**src/rtl/cpu_cycle_irq_timer_pkg.sv**
```systemverilog
package cpu_cycle_irq_timer_pkg;

  // Strobes passed from the register decoder to the counter datapath.
  typedef struct packed {
    logic latchWr;     // store write data into the reload latch
    logic stopReload;  // counter stopped: load the long reload value
    logic ackReload;   // acknowledge: clear pending, load the short reload value
    logic countStep;   // counting edge
  } timerStrobes_t;

  // Control register bit positions (software-visible encoding).
  localparam int unsigned CTRL_RUN_BIT  = 0;
  localparam int unsigned CTRL_MASK_BIT = 1;
  localparam int unsigned CTRL_HOLD_BIT = 2;

endpackage

```
**src/rtl/cpu_cycle_irq_timer_ctrl.sv**
```systemverilog
module cpu_cycle_irq_timer_ctrl
  import cpu_cycle_irq_timer_pkg::*;
#(
  parameter int unsigned ADDR_W    = 4,
  parameter int unsigned DATA_W    = 8,
  parameter logic [ADDR_W-1:0] LATCH_OFS = 4'hD,
  parameter logic [ADDR_W-1:0] CTRL_OFS  = 4'hE,
  parameter logic [ADDR_W-1:0] ACK_OFS   = 4'hF
) (
  input  logic              clk,
  input  logic              rstN,
  input  logic              cpuTick,
  input  logic              wrEn,
  input  logic [ADDR_W-1:0] wrAddr,
  input  logic [DATA_W-1:0] wrData,
  output timerStrobes_t     strobes,
  output logic              reqEnable,
  output logic              holdBit
);

  logic runBit;
  logic latchHit;
  logic ctrlHit;
  logic ackHit;

  assign latchHit = wrEn && (wrAddr == LATCH_OFS);
  assign ctrlHit  = wrEn && (wrAddr == CTRL_OFS);
  assign ackHit   = wrEn && (wrAddr == ACK_OFS);

  always_ff @(posedge clk or negedge rstN) begin
    if (!rstN) begin
      runBit    <= 1'b0;
      reqEnable <= 1'b0;
      holdBit   <= 1'b0;
    end else if (ctrlHit) begin
      runBit    <= wrData[CTRL_RUN_BIT];
      reqEnable <= wrData[CTRL_MASK_BIT];
      holdBit   <= wrData[CTRL_HOLD_BIT];
    end
  end

  // A control or acknowledge write owns the edge; the count on that edge is dropped.
  always_comb begin
    strobes.latchWr    = latchHit;
    strobes.stopReload = ctrlHit && !wrData[CTRL_RUN_BIT];
    strobes.ackReload  = ackHit;
    strobes.countStep  = cpuTick && runBit && !holdBit && !ctrlHit && !ackHit;
  end

endmodule

```
**src/rtl/cpu_cycle_irq_timer_dp.sv**
```systemverilog
module cpu_cycle_irq_timer_dp
  import cpu_cycle_irq_timer_pkg::*;
#(
  parameter int unsigned LATCH_W  = 8,
  parameter int unsigned SCALE_SH = 4,
  parameter int unsigned CNT_W    = 13
) (
  input  logic               clk,
  input  logic               rstN,
  input  timerStrobes_t      strobes,
  input  logic [LATCH_W-1:0] wrData,
  output logic [LATCH_W-1:0] latchVal,
  output logic [CNT_W-1:0]   countVal,
  output logic               pendingFlag
);

  localparam logic [CNT_W-1:0] STOP_ZERO_VAL = CNT_W'((1 << SCALE_SH) + 1);
  localparam logic [CNT_W-1:0] ACK_ZERO_VAL  = CNT_W'(1);

  logic [CNT_W-1:0] stopVal;
  logic [CNT_W-1:0] ackVal;
  logic             latchZero;
  logic             atLastStep;

  assign latchZero  = (latchVal == '0);
  assign stopVal    = latchZero ? STOP_ZERO_VAL
                                : ((CNT_W'(latchVal) + CNT_W'(2)) << SCALE_SH);
  assign ackVal     = latchZero ? ACK_ZERO_VAL
                                : ((CNT_W'(latchVal) + CNT_W'(1)) << SCALE_SH);
  assign atLastStep = (countVal <= CNT_W'(1));

  always_ff @(posedge clk or negedge rstN) begin
    if (!rstN) latchVal <= '0;
    else if (strobes.latchWr) latchVal <= wrData;
  end

  always_ff @(posedge clk or negedge rstN) begin
    if (!rstN) begin
      countVal <= '0;
    end else if (strobes.stopReload) begin
      countVal <= stopVal;
    end else if (strobes.ackReload) begin
      countVal <= ackVal;
    end else if (strobes.countStep && (countVal != '0)) begin
      countVal <= countVal - CNT_W'(1);
    end
  end

  always_ff @(posedge clk or negedge rstN) begin
    if (!rstN) begin
      pendingFlag <= 1'b0;
    end else if (strobes.ackReload) begin
      pendingFlag <= 1'b0;
    end else if (strobes.countStep && atLastStep) begin
      pendingFlag <= 1'b1;
    end
  end

endmodule

```
**src/rtl/cpu_cycle_irq_timer.sv**
```systemverilog
module cpu_cycle_irq_timer
  import cpu_cycle_irq_timer_pkg::*;
#(
  parameter int unsigned ADDR_W   = 4,
  parameter int unsigned LATCH_W  = 8,
  parameter int unsigned SCALE_SH = 4,
  parameter logic [ADDR_W-1:0] LATCH_OFS = 4'hD,
  parameter logic [ADDR_W-1:0] CTRL_OFS  = 4'hE,
  parameter logic [ADDR_W-1:0] ACK_OFS   = 4'hF
) (
  input  logic               clk,
  input  logic               rstN,
  input  logic               cpuTick,
  input  logic               wrEn,
  input  logic [ADDR_W-1:0]  wrAddr,
  input  logic [LATCH_W-1:0] wrData,
  output logic               irqReq
);

  localparam int unsigned MAX_RELOAD = ((1 << LATCH_W) + 1) << SCALE_SH;
  localparam int unsigned CNT_W      = $clog2(MAX_RELOAD + 1);

  timerStrobes_t      strobes;
  logic               reqEnable;
  logic               holdBit;
  logic [LATCH_W-1:0] latchVal;
  logic [CNT_W-1:0]   countVal;
  logic               pendingFlag;

  cpu_cycle_irq_timer_ctrl #(
    .ADDR_W(ADDR_W), .DATA_W(LATCH_W),
    .LATCH_OFS(LATCH_OFS), .CTRL_OFS(CTRL_OFS), .ACK_OFS(ACK_OFS)
  ) u_ctrl (
    .clk(clk), .rstN(rstN), .cpuTick(cpuTick),
    .wrEn(wrEn), .wrAddr(wrAddr), .wrData(wrData),
    .strobes(strobes), .reqEnable(reqEnable), .holdBit(holdBit)
  );

  cpu_cycle_irq_timer_dp #(
    .LATCH_W(LATCH_W), .SCALE_SH(SCALE_SH), .CNT_W(CNT_W)
  ) u_dp (
    .clk(clk), .rstN(rstN), .strobes(strobes), .wrData(wrData),
    .latchVal(latchVal), .countVal(countVal), .pendingFlag(pendingFlag)
  );

  assign irqReq = pendingFlag & reqEnable;

endmodule

```
**config.mk**
```make
export PLATFORM = sky130hd
export DESIGN_NAME = cpu_cycle_irq_timer
export DESIGN_NICKNAME = d
export VERILOG_FILES = /design/src/rtl/cpu_cycle_irq_timer_pkg.sv /design/src/rtl/cpu_cycle_irq_timer_ctrl.sv /design/src/rtl/cpu_cycle_irq_timer_dp.sv /design/src/rtl/cpu_cycle_irq_timer.sv
export SDC_FILE = /design/constraint.sdc
export NUM_CORES = 1
export LEC_CHECK = 0
export BUFFER_PORTS_ARGS = -buffer_cell sky130_fd_sc_hd__buf_2
export CAP_MARGIN = 20
export CORE_ASPECT_RATIO = 0.6
export CORE_UTILIZATION = 40
export DETAILED_ROUTE_END_ITERATION = 12
export GPL_TIMING_DRIVEN = 0
export PLACE_DENSITY = 0.66
export SYNTH_ARGS = -nofsm -noshare
export SYNTH_HDL_FRONTEND = slang
export SYNTH_SLANG_ARGS = --single-unit
```
**constraint.sdc**
```tcl
create_clock -name clk -period 5.3 [get_ports clk]
set_input_delay 0.53 -clock clk [delete_from_list [all_inputs] [get_ports clk]]
set_output_delay 0.53 -clock clk [all_outputs]
set_load 0.1 [all_outputs]
```
# [Yosys cells after proc, flatten, opt, wreduce, memory -nomap -nowiden]
# Cells that the tools add are included.
[totals] register_bits=25 out_inout_bits=1 in_bits=16
[classes] addsub=3 n_eq_ne=3 muxes=7 reduce_logical=18 bitwise_logic=1 order_cmp=1
[ops] op="$mux W13" n=5
[ops] op="$le A13 B1 Y1 const B" n=1
[ops] op="$reduce_bool A13 Y1" n=1
[ops] op="$sub A13 B1 Y13 const B" n=1
[ops] op="$eq A4 B4 Y1 const B" n=3
[ops] op="$logic_and A1 B1 Y1" n=10
[ops] op="$add A8 B1 Y9 const B" n=1
[ops] op="$add A8 B2 Y9 const B" n=1
[ops] op="$logic_not A8 Y1" n=1
[ops] op="$logic_not A1 Y1" n=4
[ops] op="$reduce_bool A3 Y1" n=1
[ops] op="$mux W1" n=2
[ops] op="$reduce_bool A2 Y1" n=1
[ops] op="$and A1 B1 Y1" n=1

# [Logic depth before layout (Yosys ltp)]
# Gate-level depths: netlist of the first run.
[depth] ltp_word=9 depth_mapped=7 mapped_depth_nobuf=7

# [By module]
# A second synthesis of the first run with hierarchy kept.
[unflattened] hier_cells=178 area_unflattened_um2=1691.6
[modules_own_cells] module="cpu_cycle_irq_timer_dp" n_inst=1 cells_per_inst=161 area_each_um2=1495.2 seq_area_each_um2=550.5
[modules_own_cells] module="cpu_cycle_irq_timer_ctrl" n_inst=1 cells_per_inst=16 area_each_um2=190.2 seq_area_each_um2=75.1
[modules_own_cells] module="cpu_cycle_irq_timer" n_inst=1 cells_per_inst=1 area_each_um2=6.3 seq_area_each_um2=0.0

# [Worst setup path before layout of the first run]
# OpenSTA, ideal clock, no wires.
[synth_timing] kind="register to register" start="register u_dp.countVal[0]" end="register u_dp.countVal[10]" stages_incl_launch_ff=8 arrival_time_ns=2.083 setup_ns=0.130 setup_slack_ns=3.086 path_buffers=0 path_cell_list="dfrtp_1 -> inv_1 -> ha_1 -> or3b_2 -> or3_4 -> o41a_1 -> a221oi_1 -> a21oi_1"
[synth_between] elab_chain_cells=4 elab_cells_between_ends=7 cone_classes="1 x add/sub; 3 x mux; 3 x reduce/logical"
[synth_rtl] item="start, declared" line_no="cpu_cycle_irq_timer_dp.sv:13" rtl="output logic [CNT_W-1:0] countVal,"
[synth_rtl] item="start signal, assigned" line_no="cpu_cycle_irq_timer_dp.sv:41" rtl="countVal <= stopVal;"
[synth_rtl] item="start signal, assigned" line_no="cpu_cycle_irq_timer_dp.sv:43" rtl="countVal <= ackVal;"
[synth_rtl] item="start signal, assigned" line_no="cpu_cycle_irq_timer_dp.sv:45" rtl="countVal <= countVal - CNT_W'(1);"
[synth_rtl] item="$sub A13 B1 Y13" line_no="cpu_cycle_irq_timer_dp.sv:45"
[synth_rtl] item="$mux W13" line_no="cpu_cycle_irq_timer_dp.sv:44" rtl="end else if (strobes.countStep && (countVal != '0)) begin"
[synth_rtl] item="$mux W13" line_no="cpu_cycle_irq_timer_dp.sv:42" rtl="end else if (strobes.ackReload) begin"
[synth_rtl] item="$mux W13" line_no="cpu_cycle_irq_timer_dp.sv:40" rtl="end else if (strobes.stopReload) begin"
# Several ways; a longest one is shown, not always the timed one. The select of a mux whose other input is x is not followed.
# A chain may end at the register's enable or synchronous reset.

# [Worst setup path in the final report of the first run]
[layout_timing] start="register u_dp.countVal[9]" end="register u_dp.countVal[5]"
[layout_between] elab_chain_cells=3
[layout_rtl] item="$reduce_bool A13 Y1" line_no="cpu_cycle_irq_timer_dp.sv:44"
[layout_rtl] item="$logic_and A1 B1 Y1" line_no="cpu_cycle_irq_timer_dp.sv:44"
[layout_rtl] item="$reduce_bool A3 Y1 (no source line)"
# Every way passes these cells.

==> results of run 1 <==
==> synthesized netlist by cell type (2+ instances only) <==
| library cell | n | area [µm²] |
|---|---|---|
| dfrtp_1 | 25 | 625.6 |
| nand2_1 | 13 | 48.80 |
| nor3_1 | 12 | 60.06 |
| mux2_2 | 11 | 123.9 |
| nor2_1 | 10 | 37.54 |
| a21oi_1 | 8 | 40.04 |
| inv_1 | 8 | 30.03 |
| o21ai_0 | 8 | 40.04 |
| ha_1 | 6 | 75.07 |
| xnor2_1 | 6 | 52.55 |
| clkbuf_1 | 5 | 18.77 |
| a211oi_1 | 3 | 22.52 |
| a31oi_1 | 3 | 18.77 |
| nand3_1 | 3 | 15.01 |
| nand4_1 | 3 | 18.77 |
| nor4_1 | 3 | 18.77 |
| or3_1 | 3 | 18.77 |
| or4_1 | 3 | 22.52 |
| xor2_1 | 3 | 26.28 |
| a21boi_0 | 2 | 15.01 |
| a41o_1 | 2 | 20.02 |
| and4_1 | 2 | 17.52 |
| nor3b_1 | 2 | 15.01 |
| o22ai_1 | 2 | 12.51 |
| o32a_1 | 2 | 20.02 |
| or3b_2 | 2 | 17.52 |
==> power groups by stage <==
stage          sequential [µW]  clock, µW  combinational, µW
2_1_floorplan              288          0                173
3_3_place_gp               302          0                214
3_5_place_dp               306          0                223
4_1_cts                    302        118                224
5_1_grt                    314        130                251
6_report                   304        114                225
==> logic make-up (layout without fill, tap and decap cells) <==
logic type / count (synthesis) / in the layout
simple gates: 66 / 66
compound gates: 42 / 42
flops: 25 / 25
buf+inv: 14 / 33
mux: 12 / 12
xor+xnor: 9 / 9
fa+ha+maj: 6 / 6
==> area by class of cell <==
cell class / count / area (µm²)
buffer: 6 / 23.77
inverter: 8 / 30.03
clock buffer: 3 / 41.29
tap: 47 / 58.81
clock inverter: 1 / 5.005
sequential: 25 / 625.6
multi-input combinational: 135 / 970.9
fill: 336 / 1977
timing repair buffer: 15 / 75.07
==> registers in the layout, summed over array words and instances, names as in the netlist <==
| signal | flops |
|---|---|
| u_dp.latchVal | 8 |
| u_dp.countVal | 13 |
| u_ctrl.runBit | 1 |
| u_ctrl.reqEnable | 1 |
| u_dp.pendingFlag | 1 |
| u_ctrl.holdBit | 1 |
==> layer usage <==
metal,track usage,vias up
met5,0,-
met4,0.02542,0
met3,0.05556,2
met2,0.3130,75
met1,0.2964,701
li1,-,698
==> layout by cell type, fill, tap and decap left out, types with 3 or more instances in the layout <==
cell type / n
nand3_1: 3
or4_1: 3
a211oi_1: 3
o21ai_0: 8
clkbuf_1: 5
inv_1: 8
nand4_1: 3
clkbuf_8: 3
or3_1: 3
a21oi_1: 8
dfrtp_1: 25
a31oi_1: 3
nor4_1: 3
ha_1: 6
buf_2: 16
nand2_1: 13
nor2_1: 10
nor3_1: 12
xnor2_1: 6
xor2_1: 3
mux2_2: 11
==> worst max-delay path, delay by kind of cell, from the launching register on <==
kind	cells	cell delay [ns]
flip-flops	1	0.45
multiplexers	1	0.36
AND/OR/NAND/NOR	4	1.58
==> final timing paths <==
kind | from | endpoint | slack, ns | cells past startpoint
min | rstN | u_ctrl.reqEnable | 0.25 | 1
min in group clk | wrData[6] | u_dp.latchVal[6] | 0.48 | 2
max | u_dp.countVal[9] | u_dp.countVal[5] | 2.81 | 5
min reg2reg | u_ctrl.runBit | u_ctrl.runBit | 0.52 | 1
max reg2reg | u_dp.countVal[9] | u_dp.countVal[5] | 2.81 | 5
max in group asynchronous | rstN | u_dp.countVal[10] | 4.67 | 1
==> per-stage QoR <==
step           cell area (µm²)  power (µW)  setup slack [ns]  hold WS, ns
2_1_floorplan             1650       460.9             3.086       0.2344
3_3_place_gp              1779       516.0             2.799       0.4835
3_5_place_dp              1784       528.5             2.770       0.5020
4_1_cts                   1831       644.6             2.822       0.2633
5_1_grt                   1831       694.9             2.696       0.2817
6_report                  1831       643.3             2.808       0.2494
==> summary.txt, run 1 <==
Timing
  – Slew Limit Fails: 0
  – Final number of setup-violating endpoints: 0
  – Fin crit period: roughly 2.5 ns
  – Hold Violations, Final: 0
  – Worst slew pin tran: around 0.99 ns
  – Clock Skew: 0.005064 ns
  – Slew margin rel.: 0.3411
  – RSZ-0062 raised after global routing: no
  – Tcrit/Tclk final: 0.4701
  – Max Freq: approximately 400 MHz
  – Sum Neg Setup Slack: 0 ns

Yosys
  – Mapped Nets: roughly 200
  – Synth Warn #: 0
  – Syn_area_per_cell: approximately 9.5 µm²
  – Post-synth EDFFs: 0
  – Most used DFF post-synth: dfrtp_1
  – Largest family of logic cells by synthesized area: simple AND/OR/NAND/NOR gates
  – Synthesis-stage register bit count: 25
  – Adder-cell share of the synthesized area: 0.04549
  – Distinct cells, synth: 50
  – Simple-gate share of the synthesized area: 0.2358
  – Post-synthesis mux area share: 0.08112
  – Post-Syn Area: around 0.0017 mm²
  – Async set or reset register ratio after synthesis: 1.000
  – Post-synthesis sequential area ratio: 0.3791
  – Compound-Gate Fraction of Synth Area: 0.1782
  – XOR/XNOR Fraction of Synth Area: 0.04776
  – Cells after Synth: between 150 and 200

Die
  – Rows: 17
  – I/O pin total: 17
  – Die Area: 0.004395 mm²
  – Core Region: roughly 0.0038 mm²
  – Initial cell density of the core: 0.4335
  – Die X: about 85 µm
  – Die Y: just over 50 µm

Layout
  – Final core occ: 0.4808
  – # diodes: 0
  – Area grow syn2layout: 10.92%
  – Nets: roughly 220
  – Layout cell share with drive strength beyond 1: 0.2073
  – Non-filler cells in the finished layout: 240

Route
  – Routed Antenna Nets: 0
  – Initial DRC count: 145
  – Average vias per placed instance: 6.150
  – DRC: 3
  – Vias: roughly 1500
  – 1st-pass router iterations: 8
  – Final WL: just over 4000 µm
  – Top sig layer: met4
  – Metal3 WL: roughly 430 µm
  – Met2 WL: roughly 1700 µm
  – Drt wl/cell: ~17 µm
  – Met1 wire length: ~2000 µm

Global routing
  – GRT Util Overall: 0.2042
  – First-pass GRT wire length: around 6700 µm
  – Global route overflow: 0
  – Vias in the first global route: between 1000 and 1500
  – Largest net degree at the start of global routing: 26
  – Antenna violations before repair: 0

Pwr
  – Logic pwr share: 0.349
  – P per Cell Area: roughly 350 mW/mm²
  – Net Sw Power: 246.7 µW
  – Clk pwr share: 0.178
  – LEAKAGE: between 0.0007 and 0.0008 µW
  – Switch share: 0.3835
  – Reg power frac: 0.473
  – Power Internal: 396.6 µW
  – Max VDD drop: between 0.15 and 0.2 mV

Place
  – RD Place Congestion: around 0.9
  – Post-DP HPWL: 3158 µm
  – Dpl cells: about 240
  – IO Port Bufs: 14

Worst setup path
  – CP Cell Sequence: or4_1 > nor4_4 > nor2_1 > nor2_4 > mux2_2
  – CP Launch Type: register
  – Critical Path Fanout Max: 8
  – Cell at the slowest stage of the critical path: or4_1
  – Crit end category: register
  – Slowest cell delay on critical path: around 0.65 ns
  – Critical Path RT: around 5.5 ns
  – Crit Path Category: reg2reg
  – Critical path arrival: ~2.7 ns

Outcome
  – Failing checks: design-rule violations
  – Status: finished, violations left

Clocking
  – CTS max path bufs: 2
  – CTS tree: yes
  – Clock transition at path regs: 0.09 ns
  – TritonCTS Buffers: 3
  – Htree depth: 1
  – CTS-repair resized insts: 0
  – Setup repair bufs after CTS: 0
  – CTS Hold Bufs: 0
  – CTS root buf: clkbuf_8
  – Clock sink total: 25
  – Clk_lat worst skew: between 0.2 and 0.3 ns

Min path
  – Type of the tightest min-delay check: in2async

Flow run
  – # Max-Cap Violations: 0
(Power assumes the default switching activity.)
==> run 2, diff against run 1 <==
Settings changed: ABC_AREA from default to 1, PLACE_DENSITY 0.66 to 0.68.
Clock period 5.3 ns to 2.1 ns, I/O delays scaled along.
==> run 2 against run 1 <==
Against the previous run:
- critical path type unchanged
- setup slack worse by 2.4 ns
- clock skew is 0.0015 ns lower
- the run now ends clean
- sequential share of layout area is 4.3 points lower
- largest cell class unchanged
- global-route usage is 0.91 points higher
==> summary.txt, run 2 <==
Outcome
  – Status: completed

Clocking
  – CTS tree: yes
  – CTS max path bufs: 2 (unchanged)
  – TritonCTS Buffers: 3 (unchanged)
  – CTS root buf: clkbuf_8
  – CTS Hold Bufs: 1 (+1)
  – Clock transition at path regs: 0.09 ns (about the same)
  – Htree depth: 1 (unchanged)
  – Clock sink total: 25 (unchanged)
  – Setup repair bufs after CTS: 0 (unchanged)
  – Clk_lat worst skew: 0.27 ns (about the same)
  – CTS-repair resized insts: 0 (unchanged)

Timing
  – Hold Violations, Final: 0 (unchanged)
  – Slew margin rel.: 0.6041 (+0.2630)
  – RSZ-0062 raised after global routing: no
  – Max Freq: 592.7 MHz (+48%)
  – Sum Neg Setup Slack: 0 ns (unchanged)
  – Slew Limit Fails: 0 (unchanged)
  – Fin crit period: 1.687 ns (-0.8045 ns)
  – Tcrit/Tclk final: 0.8034 (+0.3333)
  – Final number of setup-violating endpoints: 0 (unchanged)
  – Worst slew pin tran: 0.5939 ns (-0.3945 ns)
  – Clock Skew: 0.003553 ns (-0.001511 ns)

Route
  – 1st-pass router iterations: 5 (-3)
  – Final WL: 4735 µm (+17%)
  – Drt wl/cell: 12.97 µm (-23%)
  – DRC: 0 (-3)
  – Initial DRC count: 181 (+25%)
  – Routed Antenna Nets: 0 (unchanged)
  – Vias: 1856 (+26%)
  – Average vias per placed instance: 5.085 (-17%)

Min path
  – Type of the tightest min-delay check: in2reg

Yosys
  – Post-Syn Area: 0.001881 mm² (+14%)
  – Mapped Nets: 306 (+56%)
  – Yosys top cell area share: 0.3327 (-0.04641)
  – Synth area leader: dfrtp_1
  – Cells after Synth: 284 (+63%)
  – Distinct cells, synth: 26 (-48%)
  – Syn_area_per_cell: 6.622 µm² (-30%)
  – Async set or reset register ratio after synthesis: 1.000 (unchanged)
  – Post-synthesis sequential area ratio: 0.3327 (-0.04641)
  – Ranking of synthesized cells by area: dfrtp_1 (33%), nand2_1 (16%), nand3_1 (10%), nor2_1 (9.4%), inv_1 (6.8%)
  – Most frequent cell after synthesis: nand2_1
  – Synthesis-stage register bit count: 25 (unchanged)
  – Synth Warn #: 0 (unchanged)
  – Most used DFF post-synth: dfrtp_1
  – Post-synth top cells: nand2_1 (82), nor2_1 (47), nand3_1 (38), inv_1 (34), dfrtp_1 (25)
  – Post-synth EDFFs: 0 (unchanged)

Worst setup path
  – Critical path arrival: 1.90 ns (-0.76 ns)
  – CP delay by family, top: simple AND/OR/NAND/NOR gates
  – Worst path bufs/invs: 1 (+1)
  – CP Cell Sequence: inv_1 > ha_1 > nand2_1 > nor2_1 > nand2_1 > nand2_1 > nand2_1 > nor2_1 > nor2_1 > nor2_1
  – Critical Path Fanout Max: 5 (-3)
  – Crit end category: register
  – Critical Path RT: 2.31 ns (-3.15 ns)
  – Cell at the slowest stage of the critical path: dfrtp_1
  – Slowest cell delay on critical path: 0.40 ns (-0.25 ns)
  – Crit Path Category: reg2reg
  – CP Launch Type: register

Die
  – Initial cell density of the core: 0.4372 (+0.003719)
  – Die X: 90.52 µm (+6.6%)
  – Rows: 18 (+1)
  – Die Area: 0.004989 mm² (+13%)
  – I/O pin total: 17 (unchanged)
  – Core Region: 0.004302 mm² (+13%)
  – Die Y: 55.11 µm (+6.5%)

Global routing
  – GRT Util Overall: 0.2133 (+0.009087)
  – Largest net degree at the start of global routing: 26 (unchanged)
  – Vias in the first global route: 1640 (+23%)
  – Global route overflow: 0 (unchanged)
  – Antenna violations before repair: 0 (unchanged)
  – First-pass GRT wire length: 8114 µm (+21%)

Layout
  – Final Cell Area: 0.002091 mm² (+14%)
  – Area grow syn2layout: 11.18%
  – Nets: 328 (+52%)
  – Biggest register: u_dp.countVal
  – # diodes: 0 (unchanged)
  – Commonest cells after routing, fill and taps aside: nand2_1 (82), nor2_1 (47), nand3_1 (38)
  – Layout cell share with drive strength beyond 1: 0.1344 (-0.07283)
  – Max reg flops: 13 (unchanged)
  – Non-filler cells in the finished layout: 365 (+52%)
  – Most common cell after layout, fill and taps aside: nand2_1
  – Biggest regs: u_dp.countVal (13), u_dp.latchVal (8)

Place
  – Post-DP HPWL: 3706 µm (+17%)
  – Dpl cells: 360 (+53%)
  – IO Port Bufs: 16 (+2)
  – Post-place instance area: 0.002036 mm² (+14%)
  – RD Place Congestion: 0.8988 (+2.3%)

Pwr
  – Max VDD drop: 0.4814 mV (+180%)
  – P per Cell Area: 1007 mW/mm² (+190%)
  – LEAKAGE: 0.001123 µW (+55%)

Flow run
  – # Max-Cap Violations: 0 (unchanged)
[run 2: changes by cell type after synthesis, moves of 5 or more]
cell / delta
nand2_1: +69
inv_1: +26
nor2_2: +5
mux2_2: -10
xnor2_1: -6
nor3_1: -11
nand3_1: +35
nor2_1: +37
[run 2: layout make-up]
cell class,count,area [µm²]
tap,60,75.07
inverter,36,137.6
sequential,25,625.6
multi-input combinational,220,1095
fill,440,2211
clock buffer,4,45.04
timing repair buffer,17,90.09
buffer,3,22.52
[run 2: power breakdown]
part	internal, µW	total [µW]	switching, µW	leakage, µW
combinational	355	987	632	0.000805
clock	136	297	161	0.0000228
sequential	640	821	180	0.000296
total	1130	2100	973	0.00112
[run 2: routing by layer]
metal | wire (µm) | vias to the layer above | GRT usage
li1 | - | 934 | -
met1 | 2533 | 853 | 0.3311
met2 | 1813 | 67 | 0.3093
met3 | 374 | 2 | 0.03689
met4 | 14 | 0 | 0.03226
met5 | 0 | - | 0
[run 2: worst paths after layout]
path	from	end	slack [ns]	depth (start not counted)
setup / recovery	u_dp.countVal[0]	u_dp.countVal[10]	0.41	10
hold / removal	wrData[3]	u_dp.latchVal[3]	0.17	2
setup reg to reg	u_dp.countVal[0]	u_dp.countVal[10]	0.41	10
hold reg to reg	u_dp.pendingFlag	u_dp.pendingFlag	0.49	2
max in group asynchronous	rstN	u_dp.latchVal[2]	1.24	2
min in group asynchronous	rstN	u_ctrl.reqEnable	0.47	2
[run 2: kinds of logic (layout without fill, tap and decap cells)]
family	after synthesis	after routing	synth area share
AOI/OAI and AO/OA	21	21	0.06787
xor gates and xnor gates	7	7	0.03260
adders and majority gates	6	6	0.03992
buffers and inverters	39	60	0.08516
DFF	25	25	0.3327
muxes	1	1	0.005988
and+or+nand+nor	185	185	0.4358
[run 2: stage by stage]
stage	setup slack, ns	utilization	power [µW]	hold slack (ns)
after floorplan	0.6777	-	1544	-0.08559
after global placement	0.4997	0.4732	1771	0.2512
after detailed placement	0.4667	0.4732	1795	0.2487
after CTS	0.4416	0.4860	2105	0.1644
after global routing	0.2729	0.4860	2304	0.1690
final	0.4129	0.4860	2104	0.1672
